--- src/rtl/ob_window_xlat.sv ---
module ob_window_xlat #(
  parameter int NUM_WIN    = 32,
  parameter int ADDR_W     = 32,
  parameter int BASE_SHIFT = 20,
  parameter int SIZE_W     = 3
) (
  input  logic        clk,
  input  logic        rst_n,
  input  logic        reg_wr,
  input  logic [11:0] reg_addr,
  input  logic [31:0] reg_wdata,
  output logic [31:0] reg_rdata,
  input  logic        in_valid,
  input  logic [ADDR_W-1:0] in_addr,
  output logic        out_valid,
  output logic [63:0] out_addr,
  output logic        out_miss
);
  localparam int IW = $clog2(NUM_WIN);
  localparam logic [11:0] CMD_OFS  = 12'h004;
  localparam logic [11:0] SIZE_OFS = 12'h030;

  logic [31:0]       lo_q [NUM_WIN];
  logic [31:0]       hi_q [NUM_WIN];
  logic              xlat_en_q;
  logic [SIZE_W-1:0] size_q;

  wire          win_reg = (reg_addr[11:9] == 3'b001) && (reg_addr[1:0] == 2'b00)
                          && ({1'b0, reg_addr[8:3]} < 7'(NUM_WIN));
  wire [IW-1:0] reg_win = reg_addr[3 +: IW];

  always_ff @(posedge clk) begin
    if (!rst_n) begin
      xlat_en_q <= 1'b0;
      size_q    <= '0;
      for (int i = 0; i < NUM_WIN; i++) begin
        lo_q[i] <= '0;
        hi_q[i] <= '0;
      end
    end else if (reg_wr) begin
      if (reg_addr == CMD_OFS)  xlat_en_q <= reg_wdata[1];
      if (reg_addr == SIZE_OFS) size_q    <= reg_wdata[SIZE_W-1:0];
      if (win_reg) begin
        if (reg_addr[2]) hi_q[reg_win] <= reg_wdata;
        else             lo_q[reg_win] <= reg_wdata;
      end
    end
  end

  always_comb begin
    reg_rdata = '0;
    if (reg_addr == CMD_OFS)  reg_rdata = {30'd0, xlat_en_q, 1'b0};
    if (reg_addr == SIZE_OFS) reg_rdata = 32'(size_q);
    if (win_reg)              reg_rdata = reg_addr[2] ? hi_q[reg_win] : lo_q[reg_win];
  end

  wire [5:0]    sh    = 6'(BASE_SHIFT) + 6'(size_q);
  wire [IW-1:0] idx   = IW'(in_addr >> sh);
  wire [63:0]   lowp  = 64'(in_addr) & ((64'd1 << sh) - 64'd1);
  wire [63:0]   base  = {hi_q[idx], lo_q[idx][31:1], 1'b0};
  wire          hit   = xlat_en_q & lo_q[idx][0];

  always_ff @(posedge clk) begin
    if (!rst_n) begin
      out_valid <= 1'b0;
      out_miss  <= 1'b0;
      out_addr  <= '0;
    end else begin
      out_valid <= in_valid & hit;
      out_miss  <= in_valid & ~hit;
      out_addr  <= (in_valid & hit) ? base + lowp : '0;
    end
  end
endmodule


--- config.mk ---
export PLATFORM = sky130hd
export DESIGN_NAME = ob_window_xlat
export DESIGN_NICKNAME = d
export VERILOG_FILES = /design/src/rtl/ob_window_xlat.sv
export SDC_FILE = /design/constraint.sdc
export NUM_CORES = 2
export LEC_CHECK = 0
export BUFFER_PORTS_ARGS = -buffer_cell sky130_fd_sc_hd__buf_2
export CORE_ASPECT_RATIO = 1.4
export CORE_MARGIN = 10
export CORE_UTILIZATION = 30
export DETAILED_ROUTE_END_ITERATION = 16
export GPL_TIMING_DRIVEN = 0
export PLACE_DENSITY_LB_ADDON = 0.08
export SETUP_SLACK_MARGIN = 0.2
export SYNTH_ARGS = -nofsm -noshare
export SYNTH_HDL_FRONTEND = slang
export SYNTH_SLANG_ARGS = --single-unit
export TNS_END_PERCENT = 5
--- constraint.sdc ---
create_clock -name clk -period 11.1 [get_ports clk]
set_input_delay 1.665 -clock clk [delete_from_list [all_inputs] [get_ports clk]]
set_output_delay 1.665 -clock clk [all_outputs]
set_load 0.01 [all_outputs]
==> After elaboration in Yosys (flattened, before gate mapping) <==
Memories as Yosys holds them, arrays and structs flattened.
Cells that the tools add are included.
{ "word_totals": {"out_inout_bits": 98, "n_memories": 2, "word_cells": 50, "ramBits": 2048, "ff_bits": 70, "inputBits": 80} }
{ "memory_table": {"columns": ["memory", "depth", "word_bits", "read_ports", "rd_ports_with_merged_regs", "write_ports", "line", "rtl"], "rows": [
  ["hi_q", 32, 32, 2, 0, 32, "24", "logic [31:0] hi_q [NUM_WIN];"],
  ["lo_q", 32, 32, 2, 0, 32, "23", "logic [31:0] lo_q [NUM_WIN];"]
]} }
{ "op_classes": {"reduce_logical": 8, "order_cmp": 1, "mux": 21, "n_shift": 2, "bitwise_logic": 5, "add_sub_neg": 3, "eq_ne": 3} }
{ "op_table": {"columns": ["cell", "count"], "rows": [
  ["$mux 32", 5],
  ["$add 64x64->64", 1],
  ["$and 32x64->64", 1],
  ["$reduce_or 32->1", 2],
  ["$shl 1x6->64 const A", 1],
  ["$sub 64x1->64 const B", 1],
  ["$shr 32x6->5", 1],
  ["$mux 1", 13],
  ["$eq 12x3->1 const B", 1],
  ["$eq 12x6->1 const B", 1],
  ["$mux 5", 2],
  ["$add 5x3->6 const A", 1],
  ["$lt 6x6->1 const B", 1],
  ["$reduce_and 2->1", 3],
  ["$and 1x1->1", 3],
  ["$eq 3x1->1 const B", 1],
  ["$logic_and 1x1->1", 2],
  ["$logic_not 2->1", 1],
  ["$mux 2", 1],
  ["$not 1->1", 1]
]} }

==> Depth between registers and ports, before layout <==
{ "logic_depth": {"ltp_word": 9, "ltp_mapped": 35, "ltp_nobuf": 21} }

==> Least setup slack after synthesis <==
Ideal clock, no wire load.
{ "synth_path": {"path_type": "input to register", "startpoint": "in in_addr[24]", "endpoint": "reg out_addr[63]", "arrival_ns": 9.562, "setup_slack_ns": 1.422, "setup_ns": 0.115, "path_stages": 33, "t_required_ns": 10.985, "cell_sequence": "clkbuf_1 -> mux2_4 -> mux4_2 -> buf_6 -> buf_6 -> buf_6 -> buf_4 -> buf_6 -> buf_2 -> buf_2 -> buf_2 -> buf_2 -> buf_2 -> clkbuf_1 -> buf_1 -> buf_2 -> mux4_2 -> nand2_1 -> nand3_1 -> a31o_2 -> ha_1 -> clkbuf_1 -> and4_1 -> and2_1 -> a31oi_1 -> o211ai_1 -> a31oi_1 -> or3_1 -> a311oi_1 -> nor3b_1 -> nand4_1 -> or4_1 -> and3_1"} }
{ "synth_between": {"elab_chain_cells": 5, "word_cells_on_any_way": 8, "classes_between": "add/sub: 1; shift: 1; bitwise: 3; reduce/logical: 1; memory: 2"} }
{ "synth_rtl": {"columns": ["item", "line", "rtl"], "rows": [
  ["start: declaration", "14", "input logic [ADDR_W-1:0] in_addr,"],
  ["branches (longest 5 deep; another with $add 64x64->64)", null, null],
  ["end signal: assignment", "71", "out_addr <= (in_valid & hit) ? base + lowp : '0;"],
  ["end: declaration", "16", "output logic [63:0] out_addr,"]
]} }
Several ways; the timed one is not identified.
A chain may end at the register's enable or synchronous reset.

==> Worst setup path after layout <==
{ "layout_path": {"startpoint": "in in_addr[28]", "endpoint": "reg out_addr[58]"} }
The elaborated chain is that of the path after synthesis.

==> results.cfg <==
[floorplan]
die-width_um = 541
rows = 267
ios = 178
fp.coreArea_um2 = 378000
start_util_pct = 30.2
dieArea_um2 = 406000
die_h_um = 750

[layout]
fillCellCount = 36600
final_common_cell = edfxtp_1
multi_input_area_um2 = 48500
fin_cells = 14400
nets = 9215
syn_to_final_growth_pct = 19.1
final_core_util_pct = 35.9
final_cell_mix = edfxtp_1 (2,048), and2_1 (2,006), mux4_2 (878), nand2_1 (764), clkbuf_1 (576)
layout-drive-gt1-share_pct = 22.7
regArea_um2 = 62900

[global_routing]
overflow = 0
antenna_found_initial = 141
grt_pass1_vias = 85800
grt_pass1_wl_um = 921000
gr-usage-all-layers_pct = 34.8
grt_util_met1_pct = 38.3
busiest_layer = met2
met3_usage_pct = 8.62
use_met2_pct = 54.5
grt_max_degree = 21

[routing]
antenna_left = 0
vias = 88700
wirelength_um = 730000
drc = 0
drtPass1Iterations = 9
viasPerCell = 6.16
drt_iter0_drc = 14300
wl_per_cell_um = 50.7

[sta]
slew_headroom_pct = -9.37
finClkSkew_ns = 0.0730
worst_pin_slew_ns = 1.64
whs_ns = 0.814
final-setup-viol-count = 0
fmax_mhz = 90.4
slew_viol_final = 298
grt_setup_unrepaired = no
period_share_pct = 99.6
setup_tns_ns = 0
hold_violations = 0
period_minus_slack_ns = 11.06

[clocking]
cts.sinks = 2118
cts.path.max_buffers = 4
cts.htree.levels = 4
cts_tree = done
cts_buffers = 243
clk-insertion-delay-late_ns = 0.98
cts-root-buf = clkbuf_16
clk_transition_reported_paths_ns = 0.06

[setup_path]
critPathCaptureType = register
reg2reg_depth = 21
cp.required_ns = 11.85
crit_type = primary input to register
critPathLaunchType = primary input
crit_fanout = 10
worstPathArrival_ns = 11.81
r2r_setup_slack_ns = 0.31

[min_path]
worstHoldPathType = register to register
whs_path_depth = 2

[synth]
synth.avg_cell_area_um2 = 13.5
synthArstFlopShare_pct = 0
ys.flop_type = edfxtp_1
synth_edf_count = 2048
synth_cells = 8468
yosysWarningCount = 0
synth_seq_cells = 2118
synth_cell_types = 80
yosysSeqAreaShare_pct = 55.1
synth_area_um2 = 114000

[run]
maxCapViolCount = 33

[pwr]
p_sw_mw = 6.24
pwr-share-seq_pct = 44.3
fin_total_pwr_mw = 21.1
switching_share_pct = 29.6
intPower_mw = 14.9
vdd.ir_drop.worst_v = 0.000134
leakage_nw = 47.1
pwr-share-comb_pct = 16.1
pwr-share-clk_pct = 39.7
power.density_nw_per_um2 = 155

[placement]
dp_hpwl_um = 556000
place_inst = 13800
portBuffers = 138
place.gp.congestion = 1.05

[status]
violations = max-capacitance violations, max-slew violations
status = finished with violations
-- power groups by stage --
stage	combinational, mW	sequential (mW)	clock [mW]
after floorplan	1.40	9.44	0
after global placement	2.98	9.57	0
after detailed placement	3.23	9.50	0
after CTS	3.25	9.34	8.40
after global routing	3.35	9.38	8.69
final	3.39	9.35	8.37
-- registers in the layout, indices dropped and copies added (netlist names) --
register and count:
xlat_en_q 1, out_addr 64, out_miss 1, hi_q 1024
lo_q 1024, out_valid 1, size_q 3
-- path summary, 6_finish.rpt --
path               startpoint            to
setup / recovery  in_addr[28]  out_addr[58]
hold / removal      xlat_en_q     xlat_en_q
setup reg to reg    size_q[1]  out_addr[58]
hold reg to reg     xlat_en_q     xlat_en_q
-- kinds of logic after synthesis --
family | Yosys count | synth area share [%]
buf+inv | 920 | 3.23
fa+ha+maj | 33 | 0.369
xor+xnor | 40 | 0.307
flops | 2118 | 55.1
simple gates | 3543 | 17.2
other cells | 2 | 0.00658
compound gates | 763 | 4.83
mux | 1049 | 18.9
-- Yosys cell counts (8+ instances only) --
cell type,instances,share of area [%]
mux2i_1,148,1.3
a32oi_1,13,0.10
inv_1,13,0.043
or2_2,9,0.049
a31oi_1,31,0.17
mux2_2,17,0.17
buf_6,11,0.11
o21a_1,8,0.053
o32ai_1,9,0.069
ha_1,32,0.35
buf_1,113,0.37
nor3b_1,11,0.072
a22oi_1,260,1.7
a311oi_1,57,0.44
nand2_1,765,2.5
clkbuf_1,681,2.2
dfxtp_1,70,1.2
a21oi_1,81,0.36
a2111oi_0,10,0.077
o21ai_0,99,0.43
a21boi_0,11,0.072
edfxtp_1,2048,54
a22o_1,33,0.25
nand2b_1,17,0.093
a31o_2,33,0.25
nor4_1,9,0.049
nand4_1,103,0.56
nor2_1,165,0.54
buf_2,95,0.42
a21o_1,19,0.13
xor2_1,20,0.15
and3_1,144,0.79
a211oi_1,9,0.059
or4_1,12,0.079
nor2b_1,12,0.066
and2_1,2006,11
xnor2_1,20,0.15
nor3_1,28,0.12
nand3_1,225,0.99
o221ai_1,8,0.061
o22ai_1,17,0.093
mux4_2,878,17
-- critical path: stages --
cell and delay (ns):
buf_2 0.12, clkbuf_1 0.25, mux2i_1 0.30, mux4_2 0.38, clkbuf_1 0.93, clkbuf_1 1.20, clkbuf_1 1.07, clkbuf_1 0.90
clkbuf_2 0.54, clkbuf_2 0.77, mux4_2 0.39, nand2_1 0.08, nand3_1 0.14, a31o_2 0.50, ha_1 0.28, nand2_1 0.07
o21a_1 0.29, nor3_2 0.36, nand4_1 0.45, o31a_1 0.43, nor3_1 0.60
-- layout make-up --
class | count | area share [%]
sequential | 2118 | 46.3
multi-input combinational | 5435 | 35.7
inverter | 13 | 0.0359
timing repair buffer | 387 | 4.31
buffer | 904 | 3.10
tap | 4976 | 4.58
clock inverter | 146 | 1.00
clock buffer | 291 | 4.72
antenna | 125 | 0.230
-- per-layer routing --
layer | wire [um] | vias to the layer above
li1 | - | 33400
met1 | 245000 | 46800
met2 | 330000 | 6381
met3 | 66300 | 2132
met4 | 88400 | 30
met5 | 336 | -
-- per-stage QoR --
stage	area, um^2	setup slack (ns)
final	136000	0.0399
after global routing	136000	0.238
after CTS	135000	0.203
after detailed placement	127000	-6.08
after global placement	121000	-8.51
after floorplan	114000	1.42
-- repair_timing --
action	in CTS	in global routing
setup endpoints to repair	63	10
buffers inserted	0	11
pin swaps	0	1
hold buffers	0	0
gates resized for setup	124	31
Power figures use the tool's default switching activity.
